==> config.mk <==
export PLATFORM = sky130hd
export DESIGN_NAME = qos_bw_ctrl
export DESIGN_NICKNAME = d
export VERILOG_FILES = /design/src/rtl/qbw_pkg.sv /design/src/rtl/qbw_band_cmp.sv /design/src/rtl/qbw_period_ctr.sv /design/src/rtl/qbw_share_reg.sv /design/src/rtl/qbw_miss_mon.sv /design/src/rtl/qos_bw_ctrl.sv
export SDC_FILE = /design/constraint.sdc
export NUM_CORES = 1
export LEC_CHECK = 0
export ABC_AREA = 1
export BUFFER_PORTS_ARGS = -buffer_cell sky130_fd_sc_hd__clkbuf_2
export CAP_MARGIN = 10
export CORE_MARGIN = 4
export CORE_UTILIZATION = 53
export DETAILED_ROUTE_END_ITERATION = 7
export PLACE_DENSITY = 0.76
export SKIP_CTS_REPAIR_TIMING = 1
export SYNTH_ARGS = -nofsm -noshare
export SYNTH_HDL_FRONTEND = slang
export SYNTH_SLANG_ARGS = --single-unit
==> constraint.sdc <==
create_clock -name clk -period 3.55 [get_ports clk]
set_clock_uncertainty 0.1 [all_clocks]
set_input_delay 0.1775 -clock clk [delete_from_list [all_inputs] [get_ports clk]]
set_output_delay 0.1775 -clock clk [all_outputs]
set_load 0.03 [all_outputs]
==> src/rtl/qbw_pkg.sv <==
package qbw_pkg;

    localparam int SHARE_W = 8;

    typedef logic [SHARE_W-1:0] share_t;

    typedef enum logic [1:0] {
        DEC_HOLD = 2'd0,
        DEC_UP   = 2'd1,
        DEC_DOWN = 2'd2
    } decision_e;

    function automatic share_t share_raise(input share_t cur, input share_t step,
                                           input share_t hi);
        logic [SHARE_W:0] sum;
        sum = {1'b0, cur} + {1'b0, step};
        if (sum > {1'b0, hi}) return hi;
        return sum[SHARE_W-1:0];
    endfunction

    function automatic share_t share_lower(input share_t cur, input share_t step,
                                           input share_t lo);
        logic [SHARE_W:0] floor_plus;
        floor_plus = {1'b0, lo} + {1'b0, step};
        if ({1'b0, cur} < floor_plus) return lo;
        return cur - step;
    endfunction

endpackage

==> src/rtl/qbw_band_cmp.sv <==
module qbw_band_cmp
    import qbw_pkg::*;
#(
    parameter int FP_W = 16
) (
    input  logic [FP_W-1:0] slow,
    input  logic [FP_W-1:0] bound,
    input  logic [FP_W-1:0] tol,
    output decision_e       dec,
    output logic            miss
);
    localparam int EXT_W = FP_W + 1;

    logic [EXT_W-1:0] upper_edge;
    logic [EXT_W-1:0] slow_plus_tol;

    always_comb begin
        upper_edge    = {1'b0, bound} + {1'b0, tol};
        slow_plus_tol = {1'b0, slow} + {1'b0, tol};
        if ({1'b0, slow} > upper_edge)
            dec = DEC_UP;
        else if (slow_plus_tol < {1'b0, bound})
            dec = DEC_DOWN;
        else
            dec = DEC_HOLD;
        miss = (slow > bound);
    end
endmodule

==> src/rtl/qbw_period_ctr.sv <==
module qbw_period_ctr #(
    parameter int CNT_W = 8
) (
    input  logic             clk,
    input  logic             rst,
    input  logic             tick,
    input  logic [CNT_W-1:0] limit,
    output logic             eval
);
    logic [CNT_W-1:0] cnt_q;
    logic [CNT_W-1:0] last;

    always_comb begin
        last = (limit == '0) ? '0 : limit - 1'b1;
        eval = tick && (cnt_q >= last);
    end

    always_ff @(posedge clk) begin
        if (rst)
            cnt_q <= '0;
        else if (tick)
            cnt_q <= eval ? '0 : cnt_q + 1'b1;
    end
endmodule

==> src/rtl/qbw_share_reg.sv <==
module qbw_share_reg
    import qbw_pkg::*;
(
    input  logic      clk,
    input  logic      rst,
    input  share_t    init,
    input  share_t    step,
    input  share_t    lo,
    input  share_t    hi,
    input  logic      apply,
    input  decision_e dec,
    output share_t    share
);
    share_t share_q;
    share_t share_d;

    always_comb begin
        share_d = share_q;
        if (apply) begin
            unique case (dec)
                DEC_UP:   share_d = share_raise(share_q, step, hi);
                DEC_DOWN: share_d = share_lower(share_q, step, lo);
                default:  share_d = share_q;
            endcase
        end
    end

    always_ff @(posedge clk) begin
        if (rst) share_q <= init;
        else     share_q <= share_d;
    end

    assign share = share_q;
endmodule

==> src/rtl/qbw_miss_mon.sv <==
module qbw_miss_mon #(
    parameter int CNT_W = 8
) (
    input  logic             clk,
    input  logic             rst,
    input  logic             tick,
    input  logic             miss,
    input  logic [CNT_W-1:0] limit,
    output logic             alert
);
    logic [CNT_W-1:0] run_q;
    logic             fired_q;
    logic             alert_q;
    logic [CNT_W-1:0] last;
    logic             hit;

    always_comb begin
        last = (limit == '0) ? '0 : limit - 1'b1;
        hit  = tick && miss && !fired_q && (run_q >= last);
    end

    always_ff @(posedge clk) begin
        if (rst) begin
            run_q   <= '0;
            fired_q <= 1'b0;
            alert_q <= 1'b0;
        end else begin
            alert_q <= hit;
            if (tick) begin
                if (!miss) begin
                    run_q   <= '0;
                    fired_q <= 1'b0;
                end else begin
                    if (run_q != '1) run_q <= run_q + 1'b1;
                    if (hit) fired_q <= 1'b1;
                end
            end
        end
    end

    assign alert = alert_q;
endmodule

==> src/rtl/qos_bw_ctrl.sv <==
module qos_bw_ctrl
    import qbw_pkg::*;
#(
    parameter int FP_W  = 16,
    parameter int CNT_W = 8
) (
    input  logic             clk,
    input  logic             rst,
    input  logic [7:0]       cfg_init_share,
    input  logic [7:0]       cfg_step,
    input  logic [7:0]       cfg_min,
    input  logic [7:0]       cfg_max,
    input  logic [FP_W-1:0]  cfg_bound,
    input  logic [FP_W-1:0]  cfg_tol,
    input  logic [CNT_W-1:0] cfg_period,
    input  logic             est_valid,
    input  logic [FP_W-1:0]  est_slowdown,
    output logic [7:0]       crit_share,
    output logic [8:0]       other_share,
    output logic             alert
);
    localparam int FULL = 1 << SHARE_W;

    decision_e dec;
    logic      miss;
    logic      eval;
    share_t    share;

    qbw_band_cmp #(.FP_W(FP_W)) u_cmp (
        .slow (est_slowdown),
        .bound(cfg_bound),
        .tol  (cfg_tol),
        .dec  (dec),
        .miss (miss)
    );

    qbw_period_ctr #(.CNT_W(CNT_W)) u_period (
        .clk  (clk),
        .rst  (rst),
        .tick (est_valid),
        .limit(cfg_period),
        .eval (eval)
    );

    qbw_share_reg u_share (
        .clk  (clk),
        .rst  (rst),
        .init (cfg_init_share),
        .step (cfg_step),
        .lo   (cfg_min),
        .hi   (cfg_max),
        .apply(eval),
        .dec  (dec),
        .share(share)
    );

    qbw_miss_mon #(.CNT_W(CNT_W)) u_miss (
        .clk  (clk),
        .rst  (rst),
        .tick (est_valid),
        .miss (miss),
        .limit(cfg_period),
        .alert(alert)
    );

    assign crit_share  = share;
    assign other_share = 9'(FULL) - {1'b0, share};
endmodule

# == After elaboration in Yosys (flattened, before gate mapping) ==
# Index checks and enable logic that the tools add are counted.
# totals
regBits,26
out_inout_bits,18
word_cells,58
# classes
add_sub_neg,9
n_lt_le_gt_ge,7
eq_ne,5
n_mux,21
n_reduce_logical,11
# op_table
cell,count
2-to-1 mux 8 bit,10
adder 16 x 16 -> 17 bit,2
adder 8 x 8 -> 9 bit,2
> comparator 16 x 17 -> 1 bit,1
less-than comparator 17 x 16 -> 1 bit,1
adder 8 x 1 -> 8 bit (second input constant),2
greater-or-equal comparator 8 bit,2
> comparator 16 bit,1
one-hot mux 8 bit (2 select lines),1
> comparator 9 x 8 -> 1 bit,1
less-than comparator 8 x 9 -> 1 bit,1
subtractor 9 x 8 -> 9 bit (first input constant),1
logical NOT 8 bit,1
2-to-1 mux 1 bit,8
inequality test 8 bit (second input constant),1
subtractor 8 x 1 -> 8 bit (second input constant),1
subtractor 8 bit,1
AND reduction 2 bit,3
logical AND 1 bit,4
2-to-1 mux 2 bit,2
inequality test 2 bit (second input constant),2
nonzero test 3 bit,1
== test 2 x 1 -> 1 bit (second input constant),1
== test 2 bit (second input constant),1
other kinds (2),2

# == Logic depth before layout (Yosys ltp) ==
# Gate-level depths: netlist of the first run.
# logic_depth
ltp_word,11
mapped_depth,25
mapped_depth_nobuf,24

# == Hierarchy ==
# A second synthesis of the first run with hierarchy kept.
# unflattened
cells_unflattened,1005
hier_area_um2,6573.8
# by_module_without_submodules
mod,instances,cells_per_inst,area_each_um2,seq_area_each_um2
qbw_band_cmp,1,385,2642.5,0.0
qbw_share_reg,1,334,2150.8,240.2
qbw_miss_mon,1,145,885.8,200.2
qbw_period_ctr,1,110,720.7,160.2
qos_bw_ctrl,1,31,173.9,0.0

# == Least setup slack after synthesis of the first run ==
# OpenSTA, ideal clock, no wires.
# synth_path
kind,input to register
startpoint,input cfg_bound[0]
endpoint,"register u_share.share_q[0], in the netlist u_share.share[0] (enable)"
setup_time_ns,0.378
arrival_ns,2.951
setup_slack_ns,0.121
cell_stages,21
n_path_buf,0
cell_sequence,ha_1 -> fa_1 -> nand3_1 -> nand3_1 -> a21oi_1 -> o21ai_0 -> xnor2_1 -> ha_1 -> nand2_1 -> nand2_1 -> nand2_1 -> nand2_1 -> a21oi_1 -> nand2_1 -> nand2_1 -> nand2_1 -> nand2_1 -> nand2_1 -> nand2_4 -> nand3_4 -> a31oi_1
# synth_between
elab_chain_len,6
word_cells_on_any_way,9
# synth_rtl
element,line,rtl
"start, declared",qos_bw_ctrl.sv:13,"input logic [FP_W-1:0] cfg_bound,"
adder 16 x 16 -> 17 bit or less-than comparator 17 x 16 -> 1 bit (tied branches),"qbw_band_cmp.sv:18, qbw_band_cmp.sv:22",
> comparator 16 x 17 -> 1 bit or 2-to-1 mux 2 bit (tied branches),"qbw_band_cmp.sv:20, qbw_band_cmp.sv:22",
2-to-1 mux 2 bit *,qbw_band_cmp.sv:20,"if ({1'b0, slow} > upper_edge)"
== test 2 x 1 -> 1 bit or == test 2 bit (tied branches),-,
nonzero test 3 bit (no line) *,-,
AND reduction 2 bit (no line) *,-,
"end signal, assigned",qbw_share_reg.sv:29,if (rst) share_q <= init;
"end signal, assigned",qbw_share_reg.sv:30,else share_q <= share_d;
"end, declared",qbw_share_reg.sv:14,share_t share_q;
# Every way passes the cells marked *; elsewhere a longest branch is shown, timed or not.
# A chain may end at the register's enable or synchronous reset.

# == Worst setup path in the final report of the first run ==
# layout_path
startpoint,"register u_share.share_q[0], in the netlist u_share.share[0]"
endpoint,"register u_share.share_q[5], in the netlist u_share.share[5], data pin"
# layout_between
elab_chain_len,9
word_cells_on_any_way,15
# layout_rtl
element,line,rtl
adder 8 x 8 -> 9 bit,qbw_pkg.sv:16,"sum = {1'b0, cur} + {1'b0, step};"
> comparator 9 x 8 -> 1 bit,qbw_pkg.sv:17,"if (sum > {1'b0, hi}) return hi;"
2-to-1 mux 1 bit,qbw_pkg.sv:17,
2-to-1 mux 1 bit,qbw_share_reg.sv:20,unique case (dec)
2-to-1 mux 1 bit,qbw_share_reg.sv:19,if (apply) begin
2-to-1 mux 8 bit,qbw_pkg.sv:18,return sum[SHARE_W-1:0];
one-hot mux 8 bit (2 select lines) *,qbw_share_reg.sv:20,
2-to-1 mux 8 bit *,qbw_share_reg.sv:19,
2-to-1 mux 8 bit *,qbw_share_reg.sv:29,
# Every way passes the cells marked *; elsewhere a longest branch is shown, timed or not. The select of a mux whose other input is x is not followed.

==> results.sh, run 1 <==
export IMPL_start_util_pct=54.0
export IMPL_drt_iter0_drc=395
export IMPL_ir_worst_vdd_uv=202
export IMPL_io_pins=109
export IMPL_fp_dieArea_mm2=0.0134
export IMPL_finalSetupViolCount=0
export IMPL_antenna_left=0
export IMPL_drive_gt1_share_pct=16.3
export IMPL_r2r_cells=21
export IMPL_crit_arrival_ns=3.23
export IMPL_antenna_found_initial=0
export IMPL_worst_setup_path_end_kind="register"
export IMPL_cpMaxStageDelayCell="edfxtp_1"
export IMPL_syn_nets=1148
export IMPL_async_reset_ff_share_pct=0
export IMPL_cp_max_fo=9
export IMPL_grt_overflow=0
export IMPL_cpMostUsedCell="nand2_1"
export IMPL_die_w_um=116
export IMPL_crit_chain="ha_1 -> fa_2 -> a31o_2 -> xor2_1 -> inv_1 -> ha_1 -> nand2_1 -> nor2_1 -> nand2_1 -> nand3_1 -> nand2_1 -> nand2_1 -> nand2_1 -> nand2_1 -> nand2_2 -> nand3_4 -> nand2_1 -> nand2_1 -> nand2_1 -> nand3_1 -> nand2_1"
export IMPL_worstMarginPinSlew_ns=0.838
export IMPL_fin_crit_ns=3.31
export IMPL_clkSinkCount=26
export IMPL_via_per_inst=5.28
export IMPL_clkTransAtPathRegs_ns=0.07
export IMPL_slew_violations=0
export IMPL_ys_seq_area_share_pct=9.73
export IMPL_die_height_um=116
export IMPL_numCtsBuffers=3
export IMPL_vias=6193
export IMPL_r2r_slack_ns=0.24
export IMPL_final_hold_violation_count=0
export IMPL_io_buffers=108
export IMPL_cpLargestDelayFamily="simple AND/OR/NAND/NOR gates"
export IMPL_area_growth_pct=14.4
export IMPL_fill_cells=1134
export IMPL_fmax_mhz=302
export IMPL_cp_num_buf_inv=1
export IMPL_hold_start="cfg_init_share[3]"
export IMPL_row_count=39
export IMPL_worst_setup_path_start_kind="register"
export IMPL_min_period_over_period_pct=93.2
export IMPL_leakagePower_nw=3.94
export IMPL_synth_area_mm2=0.00617
export IMPL_status="finished clean"
export IMPL_insertion_delay_ns=0.26
export IMPL_cts_tree="done"
export IMPL_first_pass_iters=5
export IMPL_grt_max_degree=19
export IMPL_finalSetupTns_ns=0
export IMPL_worstSetupPathType="reg -> reg"
export IMPL_wl_um=15400
export IMPL_netlist_top_cells_area="ha_1 (28%), nand2_1 (13%), inv_1 (8.1%)"
export IMPL_hold_path_class="in -> reg"
export IMPL_nNetsFinal=1265
export IMPL_clock_path_buffers=2
export IMPL_reg2reg_to="u_share.share[5]$_DFFE_PP_"
export IMPL_diodes=0
export IMPL_grt_total_usage_pct=22.7
export IMPL_h_tree_depth=1
export IMPL_max_slew_margin_pct=44.2
export IMPL_fin_area_mm2=0.00706
export IMPL_reg2reg_from="u_share.share[0]$_DFFE_PP_"
export IMPL_post_drt_wl_per_cell_um=13.1
export IMPL_postSynthCellCount=915
export IMPL_cts_root_buffer="clkbuf_16"
export IMPL_grt_first_pass_wirelength_um=25500
export IMPL_synth_top_area_share_pct=27.8
export IMPL_min_to="u_share.share[3]$_DFFE_PP_"
export IMPL_hold_path_depth=3
export IMPL_required_ns=3.47
export IMPL_placed_cell_area_mm2=0.00694
export IMPL_synth_edf_count=8
export IMPL_rsz0062_at_grt="no"
export IMPL_drv_cap=0
export IMPL_grt_pass1_vias=5746
export IMPL_drc=0
export IMPL_place_gp_congestion=0.910
export IMPL_core_area_mm2=0.0114
export IMPL_ys_warn_count=0
export IMPL_synth_cell_types=50
export IMPL_p_per_area_mw_per_mm2=328
export IMPL_cpPeakStageDelay_ns=0.39
export IMPL_yosys_area_top_type="ha_1"
export IMPL_avgSynthCellArea_um2=6.74
export IMPL_synth_ff_type="dfxtp_1"
export IMPL_final_util_pct=61.8
export IMPL_ys_ff_latch=26
export IMPL_dp_hpwl_um=13300
[flip-flops by register name (all words and copies together) (netlist names)]
name / flops
u_miss.alert: 1
u_miss.fired_q: 1
u_miss.run_q: 8
u_period.cnt_q: 8
u_share.share: 8
[layer usage]
layer	GRT usage [%]	routed length [um]
met2	40.5	7330
met5	0	0
met1	30.3	7010
met3	1.41	735
met4	4.72	287
[stage by stage]
step | power (mW) | worst slack (ns) | cells | hold WS (ns)
2_1_floorplan | 1.57 | 0.121 | 915 | 0.259
3_5_place_dp | 2.00 | 0.0504 | 1170 | 0.372
5_1_grt | 2.56 | 0.000921 | 1174 | 0.101
6_report | 2.32 | 0.241 | 1174 | 0.0978
4_1_cts | 2.31 | 0.115 | 1174 | 0.103
3_3_place_gp | 1.98 | 0.102 | 1170 | 0.367
[layout make-up]
class | count | area (um2) | area share, %
Clock buffer | 4 | 100 | 1.42
Inverter | 134 | 503 | 7.13
Multi-Input combinational cell | 746 | 5040 | 71.4
Sequential cell | 26 | 601 | 8.51
Tap cell | 143 | 179 | 2.54
Timing Repair Buffer | 121 | 638 | 9.04
[logic make-up (layout without fill, tap and decap cells)]
logic type	after synthesis	count (layout)	synth area share [%]
flops	26	26	9.73
compound gates	136	136	12.9
simple gates	408	408	30.5
buf+inv	143	259	8.90
xor+xnor	59	59	8.38
fa+ha+maj	142	142	29.4
mux	1	1	0.162
[synthesized netlist by cell type, drive strengths merged (6+ instances only)]
cell and number:
edfxtp 8, nand3b 8, inv 134, a31oi 6, ha 137, nand3 66, nand2 233, nor3 14
a21o 6, nand4 23, o21ai 21, a21oi 81, dfxtp 18, xnor2 21, xor2 38, nor2 56
[cells in the final DEF, fill, tap and decap left out, types with 2 or more instances in the layout]
master and n:
o21ai_1 4, dfxtp_1 18, o2111ai_1 3, a211oi_1 3, o21bai_1 4, edfxtp_1 8, nand2_4 3, a21o_1 6
nand3b_1 8, or2_2 4, nor2_1 51, nand3_1 60, ha_2 2, o21a_1 2, clkbuf_2 108, xor2_1 38
nand2_2 11, inv_1 133, nor2_2 3, o31ai_1 3, a21oi_1 76, xnor2_1 21, o211ai_1 3, o21ai_0 16
nor3_1 13, fa_1 4, nand3_4 3, clkbuf_16 4, buf_4 13, a31oi_1 6, nand2_1 219, nand3_2 3
ha_1 135, nand4_1 23, a21oi_2 5
[worst reg2reg max path, delay by kind of cell, from the launching register on]
family | cells | cell delay, ns
flops | 1 | 0.39
compound gates | 1 | 0.22
simple gates | 15 | 1.20
buf+inv | 1 | 0.07
fa+ha+maj | 3 | 0.90
xor+xnor | 1 | 0.18
[worst max-delay path by stage]
stage | start | to | cells after the start
after floorplan | cfg_bound[0] | u_share.share[0]$_DFFE_PP_ | 21
after global routing | u_share.share[1]$_DFFE_PP_ | u_share.share[6]$_DFFE_PP_ | 23
after global placement | cfg_bound[0] | u_share.share[3]$_DFFE_PP_ | 22
after detailed placement | cfg_bound[2] | u_share.share[3]$_DFFE_PP_ | 24
final | u_share.share[0]$_DFFE_PP_ | u_share.share[5]$_DFFE_PP_ | 21
after CTS | u_share.share[0]$_DFFE_PP_ | u_share.share[6]$_DFFE_PP_ | 22
[power breakdown]
part / internal [mW] / leakage [nW] / total [mW] / switching [mW]
Combinational: 0.638 / 3.67 / 1.66 / 1.02
Sequential: 0.337 / 0.223 / 0.358 / 0.0204
Clock: 0.196 / 0.0493 / 0.300 / 0.104
Note: power is estimated with default switching activity, not from simulation.
==> inputs of run 2 (changes only) <==
--- a/config.mk
+++ b/config.mk
@@ -8,6 +8,7 @@
 export ABC_AREA = 1
 export BUFFER_PORTS_ARGS = -buffer_cell sky130_fd_sc_hd__clkbuf_2
 export CAP_MARGIN = 10
+export CORE_ASPECT_RATIO = 1.25
 export CORE_MARGIN = 4
 export CORE_UTILIZATION = 53
 export DETAILED_ROUTE_END_ITERATION = 7
==> run 2 against run 1 <==
Net effect:
- cell count down 0.51%
- clock-buffer cell count is the same
- highest routed layer unchanged
- sequential share of layout area barely moved
- die area about the same
- sequential power about the same
- critical path type unchanged
- cell area is essentially flat
- critical path depth unchanged
- clock power down 15%
- total power fell by 0.74%
- worst hold slack improved by 0.0040 ns
- largest cell class unchanged
==> results.sh, run 2 (synthesis results as in run 1) <==
export IMPL_post_drt_wl_per_cell_um=13.8
export IMPL_worstMarginPinSlew_ns=0.620
export IMPL_cp_max_fo=8
export IMPL_h_tree_depth=1
export IMPL_required_ns=3.47
export IMPL_fill_cells=1148
export IMPL_finalPower_mw=2.30
export IMPL_dp_hpwl_um=14100
export IMPL_status="finished clean"
export IMPL_grt_first_pass_wirelength_um=26700
export IMPL_final_hold_violation_count=0
export IMPL_io_pins=109
export IMPL_multiInputGateArea_mm2=0.00505
export IMPL_grt_overflow=0
export IMPL_finalSetupTns_ns=0
export IMPL_row_count=43
export IMPL_core_area_mm2=0.0112
export IMPL_rsz0062_at_grt="no"
export IMPL_fin_crit_ns=3.26
export IMPL_place_gp_congestion=0.915
export IMPL_slew_violations=0
export IMPL_drc=0
export IMPL_fin_area_mm2=0.00705
export IMPL_insertion_delay_ns=0.26
export IMPL_antenna_found_initial=0
export IMPL_cts_root_buffer="clkbuf_16"
export IMPL_holdWs_ns=0.102
export IMPL_start_util_pct=54.9
export IMPL_clkSinkCount=26
export IMPL_worst_setup_path_end_kind="register"
export IMPL_grt_total_usage_pct=23.6
export IMPL_drt_iter0_drc=242
export IMPL_crit_start="u_share.share[0]$_DFFE_PP_"
export IMPL_hold_path_class="in -> reg"
export IMPL_ff_latch_area_um2=601
export IMPL_cts_tree="done"
export IMPL_clock_path_buffers=2
export IMPL_drive_gt1_share_pct=16.4
export IMPL_grt_pass1_vias=6115
export IMPL_ir_worst_vdd_uv=179
export IMPL_worstSetupPathType="reg -> reg"
export IMPL_min_period_over_period_pct=92.0
export IMPL_clkTransAtPathRegs_ns=0.06
export IMPL_first_pass_iters=5
export IMPL_p_per_area_mw_per_mm2=326
export IMPL_area_growth_pct=14.3
export IMPL_fmax_mhz=306
export IMPL_crit_arrival_ns=3.18
export IMPL_final_common_cell="nand2_1"
export IMPL_reg2reg_from="u_share.share[0]$_DFFE_PP_"
export IMPL_numCtsBuffers=3
export IMPL_die_w_um=105
export IMPL_hold_start="cfg_init_share[6]"
export IMPL_max_slew_margin_pct=58.3
export IMPL_nNetsFinal=1267
export IMPL_placed_cell_area_mm2=0.00694
export IMPL_finalSetupViolCount=0
export IMPL_via_per_inst=5.42
export IMPL_die_height_um=129
export IMPL_grt_max_degree=19
export IMPL_fp_dieArea_mm2=0.0134
export IMPL_vias=6327
export IMPL_io_buffers=108
export IMPL_antenna_left=0
export IMPL_drv_cap=0
export IMPL_leakagePower_nw=3.95
export IMPL_layout_common_cells="nand2_1 (219), ha_1 (136), inv_1 (133), clkbuf_2 (108), a21oi_1 (75)"
export IMPL_worst_setup_path_start_kind="register"
export IMPL_wl_um=16100
export IMPL_diodes=0
run 2: per-layer routing:
metal | vias up | global-route usage [%] | wire length, um
met3 | 40 | 1.81 | 650
met1 | 2827 | 26.4 | 6710
met2 | 157 | 46.7 | 8210
met4 | 0 | 7.90 | 506
met5 | - | 0 | 0
li1 | 3303 | - | -
run 2: where the power goes:
| group | internal (mW) | switching [mW] |
|---|---|---|
| registers | 0.337 | 0.0196 |
| clock network | 0.154 | 0.100 |
| logic | 0.648 | 1.04 |
run 2: final timing paths:
| kind | to | slack [ns] | depth (start not counted) |
|---|---|---|---|
| setup / recovery | u_share.share[5]$_DFFE_PP_ | 0.29 | 21 |
| hold / removal | u_share.share[6]$_DFFE_PP_ | 0.10 | 3 |
| hold reg to reg | u_period.cnt_q[0]$_SDFFE_PP0P_ | 0.39 | 2 |
| setup reg to reg | u_share.share[5]$_DFFE_PP_ | 0.29 | 21 |
run 2: cell type report:
type | count | area share (%)
clock buffer | 4 | 1.12
multi-input combinational | 746 | 71.6
sequential | 26 | 8.51
timing repair buffer | 123 | 9.26
inverter | 134 | 7.13
tap | 135 | 2.39
run 2: per-stage QoR:
step                util [%]  instances  setup WS [ns]
CTS                     62.4       1167          0.148
detailed placement      61.7       1163         0.0299
finish                  62.7       1168          0.285
floorplan                  -        915          0.121
global placement        61.7       1163         0.0933
global route            62.7       1168         0.0362
run 2: critical path, cell delays in order (launching register included):
cell,delay (ns)
edfxtp_1,0.40
ha_1,0.24
fa_2,0.38
a31o_2,0.22
xor2_1,0.17
inv_1,0.06
ha_1,0.29
nand2_1,0.07
nor2_1,0.14
nand2_1,0.07
nand3_1,0.07
nand2_1,0.05
nand2_1,0.05
nand2_1,0.05
nand2_1,0.07
nand2_2,0.10
nand3_4,0.11
nand2_1,0.07
nand2_1,0.12
nand2_1,0.07
nand3_1,0.08
nand2_1,0.06
